`config.mk`:
```
export PLATFORM = sky130hd
export DESIGN_NAME = ecc_csr_regs
export DESIGN_NICKNAME = d
export VERILOG_FILES = /design/src/rtl/ecc_csr_pkg.sv /design/src/rtl/ecc_csr_decode.sv /design/src/rtl/ecc_lock_fsm.sv /design/src/rtl/ecc_mem_slot.sv /design/src/rtl/ecc_csr_regs.sv
export SDC_FILE = /design/constraint.sdc
export NUM_CORES = 1
export LEC_CHECK = 0
export BUFFER_PORTS_ARGS = -buffer_cell sky130_fd_sc_hd__buf_2
export CAP_MARGIN = 20
export CORE_MARGIN = 1
export CORE_UTILIZATION = 47
export DETAILED_ROUTE_END_ITERATION = 12
export PLACE_DENSITY = 0.87
export SYNTH_ARGS = -nofsm -noshare
export SYNTH_HDL_FRONTEND = slang
export SYNTH_SLANG_ARGS = --single-unit
export TNS_END_PERCENT = 30
```
`constraint.sdc`:
```
create_clock -name clk -period 4.85 [get_ports clk]
set_clock_uncertainty 0.2 [all_clocks]
set_input_delay 0.97 -clock clk [delete_from_list [all_inputs] [get_ports clk]]
set_output_delay 0.97 -clock clk [all_outputs]
set_load 0.02 [all_outputs]
```
`src/rtl/ecc_csr_pkg.sv`:
```
package ecc_csr_pkg;

    localparam int NMEM    = 5;
    localparam int CSR_AW  = 12;
    localparam int CFG_W   = 3;
    localparam int STS_W   = 2;
    localparam int STS_OFS = 8;

    localparam int IDX_IMEM   = 0;
    localparam int IDX_DMEM   = 1;
    localparam int IDX_ICACHE = 2;
    localparam int IDX_DCACHE = 3;
    localparam int IDX_TLB    = 4;

    localparam logic [CSR_AW-1:0] ADR_IMEM  = 12'h7C0;
    localparam logic [CSR_AW-1:0] ADR_DMEM  = 12'h7C1;
    localparam logic [CSR_AW-1:0] ADR_CODE  = 12'h7C2;
    localparam logic [CSR_AW-1:0] ADR_CACHE = 12'h7CA;
    localparam logic [CSR_AW-1:0] ADR_TLB   = 12'h7DD;
    localparam logic [CSR_AW-1:0] ADR_LOCK  = 12'h7DE;

    typedef enum logic {LK_OPEN, LK_SEALED} lock_state_e;

    function automatic logic [CSR_AW-1:0] slot_addr(input int idx);
        case (idx)
            IDX_IMEM:   return ADR_IMEM;
            IDX_DMEM:   return ADR_DMEM;
            IDX_ICACHE: return ADR_CACHE;
            IDX_DCACHE: return ADR_CACHE;
            default:    return ADR_TLB;
        endcase
    endfunction

    function automatic int slot_shift(input int idx);
        return (idx == IDX_DCACHE) ? 4 : 0;
    endfunction

endpackage

```
`src/rtl/ecc_csr_decode.sv`:
```
module ecc_csr_decode
    import ecc_csr_pkg::*;
(
    input  logic              req,
    input  logic [CSR_AW-1:0] addr,
    output logic [NMEM-1:0]   slot_hit,
    output logic              code_hit,
    output logic              lock_hit,
    output logic              illegal
);
    for (genvar g = 0; g < NMEM; g++) begin : g_hit
        assign slot_hit[g] = req && (addr == slot_addr(g));
    end

    assign code_hit = req && (addr == ADR_CODE);
    assign lock_hit = req && (addr == ADR_LOCK);
    assign illegal  = req && !(|slot_hit) && !code_hit && !lock_hit;
endmodule

```
`src/rtl/ecc_lock_fsm.sv`:
```
module ecc_lock_fsm
    import ecc_csr_pkg::*;
(
    input  logic clk,
    input  logic rst_n,
    input  logic seal_req,
    output logic locked
);
    lock_state_e state_q, state_d;

    always_comb begin
        state_d = state_q;
        unique case (state_q)
            LK_OPEN:   if (seal_req) state_d = LK_SEALED;
            LK_SEALED: state_d = LK_SEALED;
        endcase
    end

    always_ff @(posedge clk or negedge rst_n) begin
        if (!rst_n) state_q <= LK_OPEN;
        else        state_q <= state_d;
    end

    always_comb begin
        unique case (state_q)
            LK_OPEN:   locked = 1'b0;
            LK_SEALED: locked = 1'b1;
        endcase
    end

    assert_lock_holds_R8: assert property (@(posedge clk) disable iff (!rst_n)
        locked |=> locked);
    assert_lock_sets_R8: assert property (@(posedge clk) disable iff (!rst_n)
        seal_req |=> locked);
endmodule

```
`src/rtl/ecc_mem_slot.sv`:
```
module ecc_mem_slot
    import ecc_csr_pkg::*;
(
    input  logic             clk,
    input  logic             rst_n,
    input  logic             wr_en,
    input  logic [CFG_W-1:0] wr_cfg,
    input  logic [STS_W-1:0] wr_clr,
    input  logic             err_single,
    input  logic             err_double,
    output logic [CFG_W-1:0] cfg,
    output logic [STS_W-1:0] sts
);
    logic [STS_W-1:0] clr_mask;
    logic [STS_W-1:0] sts_d;

    assign clr_mask = wr_en ? wr_clr : '0;
    assign sts_d    = (sts & ~clr_mask) | {err_double, err_single};

    always_ff @(posedge clk or negedge rst_n) begin
        if (!rst_n) begin
            cfg <= '0;
            sts <= '0;
        end else begin
            if (wr_en) cfg <= wr_cfg;
            sts <= sts_d;
        end
    end

    assert_corr_set_R4: assert property (@(posedge clk) disable iff (!rst_n)
        err_single |=> sts[0]);
    assert_uncorr_set_R5: assert property (@(posedge clk) disable iff (!rst_n)
        err_double |=> sts[1]);
    assert_corr_sticky_R6: assert property (@(posedge clk) disable iff (!rst_n)
        (sts[0] && !(wr_en && wr_clr[0])) |=> sts[0]);
    assert_uncorr_sticky_R6: assert property (@(posedge clk) disable iff (!rst_n)
        (sts[1] && !(wr_en && wr_clr[1])) |=> sts[1]);
    assert_err_wins_R7: assert property (@(posedge clk) disable iff (!rst_n)
        (err_double && wr_en && wr_clr[1]) |=> sts[1]);
endmodule

```
`src/rtl/ecc_csr_regs.sv`:
```
module ecc_csr_regs
    import ecc_csr_pkg::*;
#(
    parameter int DATA_W = 32,
    parameter int CODE_W = 8
) (
    input  logic              clk,
    input  logic              rst_n,
    input  logic              csr_req,
    input  logic              csr_we,
    input  logic [11:0]       csr_addr,
    input  logic [DATA_W-1:0] csr_wdata,
    output logic [DATA_W-1:0] csr_rdata,
    output logic              csr_illegal,
    input  logic [4:0]        err_single,
    input  logic [4:0]        err_double,
    output logic [4:0]        ecc_en,
    output logic [4:0]        exc_en,
    output logic [4:0]        inj_sel,
    output logic [CODE_W-1:0] inj_code
);
    localparam int TOP_FIELD = STS_OFS + 4 + STS_W;

    logic [NMEM-1:0]             slot_hit;
    logic                        code_hit;
    logic                        lock_hit;
    logic                        locked;
    logic                        wr_ok;
    logic [NMEM-1:0][CFG_W-1:0]  cfg_a;
    logic [NMEM-1:0][STS_W-1:0]  sts_a;
    logic                        unused_wdata;

    assign unused_wdata = ^csr_wdata;

    ecc_csr_decode u_dec (
        .req      (csr_req),
        .addr     (csr_addr),
        .slot_hit (slot_hit),
        .code_hit (code_hit),
        .lock_hit (lock_hit),
        .illegal  (csr_illegal)
    );

    ecc_lock_fsm u_lock (
        .clk      (clk),
        .rst_n    (rst_n),
        .seal_req (lock_hit && csr_we && csr_wdata[0]),
        .locked   (locked)
    );

    assign wr_ok = csr_we && !locked;

    for (genvar g = 0; g < NMEM; g++) begin : g_slot
        localparam int SH = slot_shift(g);
        ecc_mem_slot u_slot (
            .clk        (clk),
            .rst_n      (rst_n),
            .wr_en      (wr_ok && slot_hit[g]),
            .wr_cfg     (csr_wdata[SH +: CFG_W]),
            .wr_clr     (csr_wdata[SH + STS_OFS +: STS_W]),
            .err_single (err_single[g]),
            .err_double (err_double[g]),
            .cfg        (cfg_a[g]),
            .sts        (sts_a[g])
        );
        assign ecc_en[g]  = cfg_a[g][0];
        assign exc_en[g]  = cfg_a[g][1];
        assign inj_sel[g] = cfg_a[g][2];
    end

    always_ff @(posedge clk or negedge rst_n) begin
        if (!rst_n)                 inj_code <= '0;
        else if (wr_ok && code_hit) inj_code <= csr_wdata[CODE_W-1:0];
    end

    always_comb begin
        csr_rdata = '0;
        for (int i = 0; i < NMEM; i++) begin
            if (slot_hit[i]) begin
                csr_rdata = csr_rdata
                          | (DATA_W'(cfg_a[i]) << slot_shift(i))
                          | (DATA_W'(sts_a[i]) << (slot_shift(i) + STS_OFS));
            end
        end
        if (code_hit) csr_rdata = DATA_W'(inj_code);
        if (lock_hit) csr_rdata = DATA_W'(locked);
    end

    initial begin
        assert (DATA_W >= TOP_FIELD && CODE_W <= DATA_W && CODE_W > 0)
            else $error("ecc_csr_regs: register width too small");
    end

    assert_frozen_when_locked_R9: assert property (@(posedge clk) disable iff (!rst_n)
        locked |=> $stable({ecc_en, exc_en, inj_sel, inj_code}));
    assert_illegal_reads_zero_R10: assert property (@(posedge clk) disable iff (!rst_n)
        csr_illegal |-> (csr_rdata == '0));
endmodule

```
==> results_dict.tcl, run 1 <==
set metrics [dict create \
    tightestPinTransition_ps 1130 \
    netlist-cell-type-count 39 \
    grt_overflow 0 \
    htreeDepth 2 \
    area_growth_pct 21.0 \
    ys_top_cells_by_area "dfrtp_1 (43%), mux2_2 (9.2%), buf_4 (7.7%), mux2_4 (6.1%), mux2i_1 (3.6%)" \
    pwr-share-clk_pct 38.7 \
    antenna_found_initial 0 \
    avgSynthCellArea_um2 11.2 \
    initial_core_util_pct 49.0 \
    p_comb_share_pct 10.2 \
    synth_xor_area_share_pct 0 \
    cts_made_buffers 5 \
    die_area_um2 4430 \
    rsz0062_at_grt "no" \
    vias_per_cell 5.29 \
    yosysWarningCount 0 \
    ir_drop_v 0.000236 \
    dp_hpwl_mm 3.44 \
    fmax_mhz 260 \
    path_max_fanout 16 \
    cts_sinks 34 \
    drtAntennaViolNets 0 \
    required_ps 3680 \
    gp_congestion 0.815 \
    fin_setup_tns_ps 0 \
    startpoint_type "input pin" \
    dr.pass1.iters 4 \
    dpl_cell_area_um2 2280 \
    hold_slack_ps 270 \
    synth_cells 175 \
    p_leak_nw 1.23 \
    power_switching_uw 141 \
    clk_path_buf_depth 2 \
    hp-class "register to register" \
    cts_resized 0 \
    switching_share_pct 25.3 \
    cp_data_arrival_time_ps 2670 \
    coreArea_um2 4000 \
    grtUsageTotal_pct 21.8 \
    relSlewSlack_pct 23.8 \
    final_area_um2 2370 \
    setup_violations 0 \
    synth_top_family_by_area "simple AND/OR/NAND/NOR gates" \
    postCtsSetupRepairBufs 0 \
    grt_pass1_vias 1479 \
    cts_tree "yes" \
    drv_slew 0 \
    die_w_um 66.5 \
    ys_ff_latch 34 \
    cts.clk_slew.worst_paths_ps 70 \
    finalCritPeriodShare_pct 79.2 \
    drive_above_1_share_pct 45.0 \
    routed_wl_mm 4.60 \
    fp.dieH_um 66.5 \
    nets 306 \
    synth_compound_area_share_pct 7.86 \
    grt_max_degree 35 \
    p_seq_share_pct 51.1 \
    synth_top_area_share_pct 43.5 \
    rows 23 \
    drcViolationCount 0 \
    worstSetupPathType "input pin to output port" \
    p_per_area_nw_per_um2 235 \
    synth_simple_gate_area_share_pct 19.6 \
    wire_per_inst_um 15.4 \
    synth_area_um2 1960 \
    ios 114 \
    p_int_uw 416 \
    hold_viol_final 0 \
    holdBufCountCts 0 \
    synthAdderAreaFrac_pct 0 \
    clk-insertion-delay-late_ps 280 \
    vias 1583 \
    clk_root_buffer_cell "clkbuf_8" \
    portBuffers 73 \
    grt_pass1_wl_mm 7.04 \
    n_antenna_cell 0 \
    min_period_ps 3840 \
    cp-end-kind "output port" \
    drv_cap 0 \
    yosysTopAreaCell "dfrtp_1" \
    ys_seq_area_share_pct 43.5 \
    drtIter0Drc 45 \
    synthMuxAreaShare_pct 18.9 \
    status "finished, final reports clean" \
]
==> layout make-up <==
class                           instances  area [µm²]
Multi-Input combinational cell        131         983
Clock buffer                            7        86.3
Inverter                                2        7.51
Timing Repair Buffer                   74         373
Sequential cell                        34         851
Tap cell                               50        62.6
Clock inverter                          1        5.00
Fill cell                             317        1630
==> cells in the mapped netlist (all sizes together) <==
cell type  instances
dfrtp             34
buf               25
mux2              24
nor2               9
a21o               8
nand2              8
mux2i              7
nor3               7
nor4               7
nor2b              4
a22oi              3
and2               3
nand2b             3
nand3              3
nand3b             3
nand4bb            3
o22ai              3
or3                3
a31o               2
a31oi              2
and3               2
clkbuf             2
inv                2
a2111oi            1
a21oi              1
conb               1
nand4              1
nand4b             1
o2bb2ai            1
or4                1
or4b               1
==> power by group through the flow <==
stage / registers (mW) / clock network (mW) / logic, mW
after CTS: 0.284 / 0.216 / 0.0569
after global routing: 0.284 / 0.230 / 0.0624
final: 0.284 / 0.215 / 0.0569
after floorplan: 0.290 / 0 / 0.0403
after detailed placement: 0.290 / 0 / 0.0566
after global placement: 0.290 / 0 / 0.0558
==> layout by cell type (no fill, tap or decap), drive strengths merged, types with 3 or more instances in the layout <==
cell / count
a21o: 8
a22oi: 3
and2: 3
buf: 74
clkbuf: 7
conb: 20
dfrtp: 34
mux2: 24
mux2i: 7
nand2: 8
nand2b: 3
nand3: 3
nand3b: 3
nand4bb: 3
nor2: 9
nor2b: 4
nor3: 7
nor4: 7
o22ai: 3
or3: 3
==> state kept, by name (all words and copies together) (netlist names) <==
signal / flops
g_slot.u_slot.cfg: 15
g_slot.u_slot.sts: 10
inj_code: 8
u_lock.state_q: 1
==> logic make-up (layout without fill, tap and decap cells) <==
kind of cell	after synthesis	after routing
and+or+nand+nor	59	59
muxes	31	31
AOI/OAI and AO/OA	21	21
DFF	34	34
buffers and inverters	29	84
other	1	20
==> worst paths after layout <==
check,startpoint,end,slack [ps],cells after the start
worst max register to register,u_lock.state_q$_DFF_PN0_,g_slot[4].u_slot.cfg[0]$_DFFE_PN0P_,2620,3
worst max-delay path,csr_addr[3],csr_rdata[8],1010,6
worst min register to register,g_slot[3].u_slot.sts[0]$_DFF_PN0_,g_slot[3].u_slot.sts[0]$_DFF_PN0_,270,1
min in group asynchronous,rst_n,g_slot[0].u_slot.cfg[1]$_DFFE_PN0P_,550,1
worst min-delay path,g_slot[3].u_slot.sts[0]$_DFF_PN0_,g_slot[3].u_slot.sts[0]$_DFF_PN0_,270,1
max in group asynchronous,rst_n,inj_code[4]$_DFFE_PN0P_,3430,1
==> routing by layer <==
layer / vias up / part of all wire [%] / track usage, %
met5: - / 0 / 0
met1: 754 / 44 / 27.7
li1: 742 / - / -
met2: 83 / 49 / 35.6
met4: 0 / 0.76 / 5.59
met3: 4 / 6.8 / 6.68
==> stage by stage <==
step | total power, mW | std cells | setup WS (ps) | util [%]
floorplan | 0.331 | 194 | 1070 | -
global placement | 0.345 | 291 | 1030 | 56.9
detailed placement | 0.346 | 291 | 1030 | 56.9
CTS | 0.557 | 299 | 1020 | 59.2
global route | 0.576 | 299 | 803 | 59.2
finish | 0.557 | 299 | 1010 | 59.2
==> worst max-delay path, stage by stage <==
cell and delay (ps):
buf_2 200, or4b_1 660, or3_4 400, o2bb2ai_1 160, a31o_2 120, buf_2 150
(Power assumes the default switching activity.)
==> inputs of run 2 (changes only) <==
--- a/config.mk
+++ b/config.mk
@@ -8,9 +8,9 @@
 export BUFFER_PORTS_ARGS = -buffer_cell sky130_fd_sc_hd__buf_2
 export CAP_MARGIN = 20
 export CORE_MARGIN = 1
-export CORE_UTILIZATION = 47
+export CORE_UTILIZATION = 44
 export DETAILED_ROUTE_END_ITERATION = 12
-export PLACE_DENSITY = 0.87
+export PLACE_DENSITY = 0.83
 export SYNTH_ARGS = -nofsm -noshare
 export SYNTH_HDL_FRONTEND = slang
 export SYNTH_SLANG_ARGS = --single-unit
==> constraint.sdc (replaced) <==
create_clock -name clk -period 3.9 [get_ports clk]
set_clock_uncertainty 0.2 [all_clocks]
set_input_delay 0.78 -clock clk [delete_from_list [all_inputs] [get_ports clk]]
set_output_delay 0.78 -clock clk [all_outputs]
set_load 0.02 [all_outputs]
==> results_dict.tcl, run 2 (synthesis results as in run 1) <==
set metrics [dict create \
    drcViolationCount 0 \
    cts_made_buffers 5 \
    ios 114 \
    clk_root_buffer_cell "clkbuf_8" \
    grt_pass1_vias 1481 \
    top_usage_layer "met2" \
    required_ps 2920 \
    drtIter0Drc 68 \
    hp-class "register to register" \
    top_register "g_slot.u_slot.cfg" \
    cts_sinks 34 \
    utilization_pct 58.2 \
    cts_resized 0 \
    portBuffers 73 \
    initial_core_util_pct 47.3 \
    largest_reg_flops 15 \
    holdBufCountCts 0 \
    die_w_um 68.7 \
    cts.clk_slew.worst_paths_ps 70 \
    cp-end-kind "output port" \
    fmax_mhz 295 \
    drive_above_1_share_pct 46.3 \
    wire_per_inst_um 14.9 \
    pre_cts_ws_ps 525 \
    startpoint_type "input pin" \
    stdcell_count 305 \
    routed_wl_mm 4.54 \
    grtUsageTotal_pct 21.4 \
    vias 1579 \
    cts_tree "yes" \
    place_inst 297 \
    ir_drop_v 0.000185 \
    fp.dieH_um 68.7 \
    p_total_uw 691 \
    drtAntennaViolNets 0 \
    rows 23 \
    grt_pass1_wl_mm 7.26 \
    path_delay_family "simple AND/OR/NAND/NOR gates" \
    tightestPinTransition_ps 756 \
    vias_per_cell 5.18 \
    relSlewSlack_pct 49.6 \
    drv_slew 0 \
    grt_max_degree 35 \
    rsz0062_at_grt "no" \
    area_growth_pct 23.3 \
    grt.met1_usage_pct 29.7 \
    coreArea_um2 4140 \
    clk-insertion-delay-late_ps 280 \
    setup_ws_ps 513 \
    antenna_found_initial 0 \
    finalCritPeriodShare_pct 86.9 \
    max_stage_delay_ps 670 \
    critPathMostFrequentCell "buf_2" \
    cp.buffers_inverters 2 \
    fin_setup_tns_ps 0 \
    layout_common_cells "buf_2 (73), dfrtp_1 (34), conb_1 (20)" \
    final_common_cell "buf_2" \
    use_met2_pct 33.5 \
    nets 312 \
    dr.pass1.iters 4 \
    grt_overflow 0 \
    htreeDepth 2 \
    p_per_area_nw_per_um2 286 \
    use_met3_pct 4.28 \
    cp_data_arrival_time_ps 2410 \
    largestRegisters "g_slot.u_slot.cfg x15, g_slot.u_slot.sts x10, inj_code x8" \
    min_period_ps 3390 \
    crit_slowest_cell "or4b_1" \
    status "finished, final reports clean" \
    n_antenna_cell 0 \
    p_leak_nw 1.26 \
    gp_congestion 0.806 \
    clk_path_buf_depth 2 \
    hold_viol_final 0 \
    path_max_fanout 6 \
    worstPathCellList "buf_2, or4b_1, or3_4, o2bb2ai_1, a31o_2, buf_2" \
    postCtsSetupRepairBufs 0 \
    drv_cap 0 \
    dp_hpwl_mm 3.46 \
    die_area_um2 4720 \
    setup_violations 0 \
    worstSetupPathType "input pin to output port" \
]
==> run 2: power breakdown <==
part | total (mW) | switching [mW] | internal (mW)
registers | 0.354 | 0.000458 | 0.353
logic | 0.0717 | 0.0488 | 0.0229
clock network | 0.266 | 0.123 | 0.142
==> run 2: metal layers <==
layer  routed length, µm  part of all wire [%]  vias up
met3                 287                   6.3        6
met2                2170                    48       59
met5                   0                     0        -
met4                  55                   1.2        0
met1                2030                    45      756
li1                    -                     -      758
==> run 2: through the flow <==
step	hold WS (ps)	instance area [µm²]
final	277	2410
after global routing	284	2410
after CTS	279	2410
after detailed placement	259	2320
after global placement	253	2320
after floorplan	241	2030
==> run 2: path summary, 6_finish.rpt <==
kind | depth (start not counted) | slack, ps | end | start
min in group asynchronous | 1 | 360 | g_slot[3].u_slot.cfg[1]$_DFFE_PN0P_ | rst_n
max in group asynchronous | 1 | 2650 | u_lock.state_q$_DFF_PN0_ | rst_n
worst min register to register | 1 | 280 | g_slot[1].u_slot.sts[1]$_DFF_PN0_ | g_slot[1].u_slot.sts[1]$_DFF_PN0_
worst max-delay path | 6 | 510 | csr_rdata[8] | csr_addr[1]
worst min-delay path | 1 | 280 | g_slot[1].u_slot.sts[1]$_DFF_PN0_ | g_slot[1].u_slot.sts[1]$_DFF_PN0_
worst max register to register | 3 | 1940 | inj_code[1]$_DFFE_PN0P_ | u_lock.state_q$_DFF_PN0_
==> run 2: cell type report <==
cell class / instances / area, µm²
fillers: 370 / 1730
multi-input cells: 131 / 983
flip-flops and latches: 34 / 851
repair buffers: 80 / 418
clock buffers: 7 / 86.3
well taps: 50 / 62.6
inverters: 2 / 7.51
clock inverters: 1 / 5.00
==> inputs of run 3 (changes only) <==
--- a/config.mk
+++ b/config.mk
@@ -5,12 +5,14 @@
 export SDC_FILE = /design/constraint.sdc
 export NUM_CORES = 1
 export LEC_CHECK = 0
+export ABC_AREA = 1
 export BUFFER_PORTS_ARGS = -buffer_cell sky130_fd_sc_hd__buf_2
 export CAP_MARGIN = 20
+export CORE_ASPECT_RATIO = 0.7
 export CORE_MARGIN = 1
 export CORE_UTILIZATION = 44
 export DETAILED_ROUTE_END_ITERATION = 12
-export PLACE_DENSITY = 0.83
+export PLACE_DENSITY = 0.82
 export SYNTH_ARGS = -nofsm -noshare
 export SYNTH_HDL_FRONTEND = slang
 export SYNTH_SLANG_ARGS = --single-unit
==> results_dict.tcl, run 3 <==
set metrics [dict create \
    yosysWarningCount 0 \
    min_period_ps 3230 \
    final.fill_count 400 \
    cts_resized 0 \
    clk_path_buf_depth 2 \
    vias 1837 \
    drtIter0Drc 62 \
    fmax_mhz 310 \
    worstPathCellList "buf_2, nor2_2, nand2_1, nor2_4, nand2_4, nand2_1, nor2_1, a21oi_1, buf_2" \
    p_seq_share_pct 43.5 \
    initial_core_util_pct 48.0 \
    cp_data_arrival_time_ps 2250 \
    synth_compound_area_share_pct 12.9 \
    vias_per_cell 4.77 \
    yosysMostFrequentCell "nand2_1" \
    ys_top_cells_by_area "dfrtp_1 (43%), nand2_1 (11%), buf_4 (7.6%), o21ai_1 (6.9%), inv_1 (6.5%)" \
    fp.dieH_um 57.9 \
    ys_async_sr_fraction_pct 100 \
    pre_cts_ws_ps 715 \
    yosysTopAreaCell "dfrtp_1" \
    ios 114 \
    synth_top_area_share_pct 43.3 \
    max_stage_delay_ps 430 \
    antenna_found_initial 0 \
    top_register "g_slot.u_slot.cfg" \
    final_common_cell "buf_2" \
    coreArea_um2 4090 \
    cts_tree "yes" \
    grt_max_degree 35 \
    power_switching_uw 182 \
    required_ps 2920 \
    clk_root_buffer_cell "clkbuf_8" \
    setup_ws_ps 670 \
    finalCritPeriodShare_pct 82.8 \
    fin_setup_tns_ps 0 \
    crit_slowest_cell "nor2_4" \
    clk-insertion-delay-late_ps 280 \
    drv_cap 0 \
    wire_per_inst_um 12.3 \
    postCtsSetupRepairBufs 0 \
    rsz0062_at_grt "no" \
    cp-end-kind "output port" \
    synth_top_family_by_area "simple AND/OR/NAND/NOR gates" \
    drive_above_1_share_pct 29.4 \
    grt_pass1_wl_mm 7.12 \
    ys_seq_area_share_pct 43.3 \
    drtAntennaViolNets 0 \
    startpoint_type "input pin" \
    ys.flop_type "dfrtp_1" \
    p_total_uw 809 \
    rows 19 \
    routed_wl_mm 4.75 \
    ys_ff_latch 34 \
    drcViolationCount 0 \
    p_int_uw 627 \
    cts_sinks 34 \
    p_per_area_nw_per_um2 335 \
    cts.clk_slew.worst_paths_ps 70 \
    synthTopCellsByCount "nand2_1 (58), dfrtp_1 (34), inv_1 (34)" \
    area_growth_pct 22.9 \
    ff_latch_area_um2 851 \
    die_w_um 81.9 \
    drv_slew 0 \
    relSlewSlack_pct 49.0 \
    hp-class "register to register" \
    avgSynthCellArea_um2 7.64 \
    cts_made_buffers 5 \
    ir_drop_v 0.000176 \
    die_area_um2 4740 \
    grtUsageTotal_pct 20.5 \
    netlist-cell-type-count 27 \
    grt_overflow 0 \
    pwr-share-clk_pct 48.4 \
    synthAdderAreaFrac_pct 0 \
    p_comb_share_pct 8.0 \
    n_antenna_cell 0 \
    nets 390 \
    synth_cells 257 \
    setup_violations 0 \
    path_max_fanout 21 \
    synth_simple_gate_area_share_pct 26.6 \
    holdBufCountCts 0 \
    multi_input_area_um2 851 \
    status "finished, final reports clean" \
    worstSetupPathType "input pin to output port" \
    hold_viol_final 0 \
    gp_congestion 0.808 \
    layout_common_cells "buf_2 (73), nand2_1 (58), inv_1 (34), dfrtp_1 (34), o21ai_1 (27)" \
    p_leak_nw 1.42 \
    htreeDepth 2 \
    synth_xor_area_share_pct 0 \
    switching_share_pct 22.5 \
    tightestPinTransition_ps 765 \
    synthMuxAreaShare_pct 0 \
    largestRegisters "g_slot.u_slot.cfg x15, g_slot.u_slot.sts x10, inj_code x8" \
    synth_area_um2 1960 \
    dr.pass1.iters 4 \
    largest_reg_flops 15 \
    grt_pass1_vias 1573 \
    portBuffers 73 \
    synth_edf_count 0 \
    dp_hpwl_mm 3.55 \
]
run 3: cell count changes in the layout (fill, tap and decap cells not counted), sizes merged, moves of 4 or more:
cell,before,now
buf,80,73
inv,2,37
nand3,3,24
o21ai,0,39
a21o,8,0
nor2,9,24
mux2i,7,0
nand2,8,61
nor2b,4,0
nor3,7,1
mux2,24,0
nor4,7,0
run 3: power by group through the flow:
stage               sequential (mW)  clock, mW  combinational (mW)
global route                  0.352      0.416              0.0736
floorplan                     0.359          0              0.0490
detailed placement            0.359          0              0.0651
global placement              0.359          0              0.0643
CTS                           0.352      0.397              0.0654
finish                        0.352      0.392              0.0651
run 3: worst paths after layout:
check / from / endpoint / slack [ps] / cells after the start
worst max register to register: u_lock.state_q$_DFF_PN0_ / g_slot[2].u_slot.sts[0]$_DFF_PN0_ / 2200 / 6
worst max-delay path: csr_addr[11] / csr_rdata[2] / 670 / 9
worst min-delay path: u_lock.state_q$_DFF_PN0_ / u_lock.state_q$_DFF_PN0_ / 280 / 2
max in group asynchronous: rst_n / g_slot[1].u_slot.sts[0]$_DFF_PN0_ / 2640 / 1
worst min register to register: u_lock.state_q$_DFF_PN0_ / u_lock.state_q$_DFF_PN0_ / 280 / 2
min in group asynchronous: rst_n / g_slot[3].u_slot.sts[0]$_DFF_PN0_ / 370 / 1
run 3: critical path: cells and delay by family:
family	cells	cell delay [ps]
buffers and inverters	2	290
AOI/OAI and AO/OA	1	140
and+or+nand+nor	6	1020
run 3: metal layers:
| metal | up-vias | global-route usage [%] | part of all wire, % |
|---|---|---|---|
| li1 | 924 | - | - |
| met1 | 839 | 28.3 | 49 |
| met2 | 72 | 32.0 | 43 |
| met3 | 2 | 5.20 | 7.3 |
| met4 | 0 | 5.76 | 0.25 |
| met5 | - | 0 | 0 |
run 3: cell type report:
class / count / area share, %
inverters: 38 / 6.01
flip-flops and latches: 34 / 35.2
repair buffers: 73 / 15.1
clock inverters: 3 / 2.85
well taps: 52 / 2.69
clock buffers: 5 / 2.85
multi-input cells: 180 / 35.2
run 3: kinds of logic (layout without fill, tap and decap cells):
kind of cell	Yosys count	after routing
other cells	1	20
flops	34	34
simple gates	113	113
compound gates	47	47
buf+inv	62	119
run 3: through the flow:
stage	instance area, µm²	util (%)	hold slack [ps]	cells
after detailed placement	2280	55.7	265	377
after floorplan	2040	-	235	276
final	2410	59.1	280	385
after global routing	2410	59.1	301	385
after CTS	2410	59.1	283	385
after global placement	2280	55.7	248	377
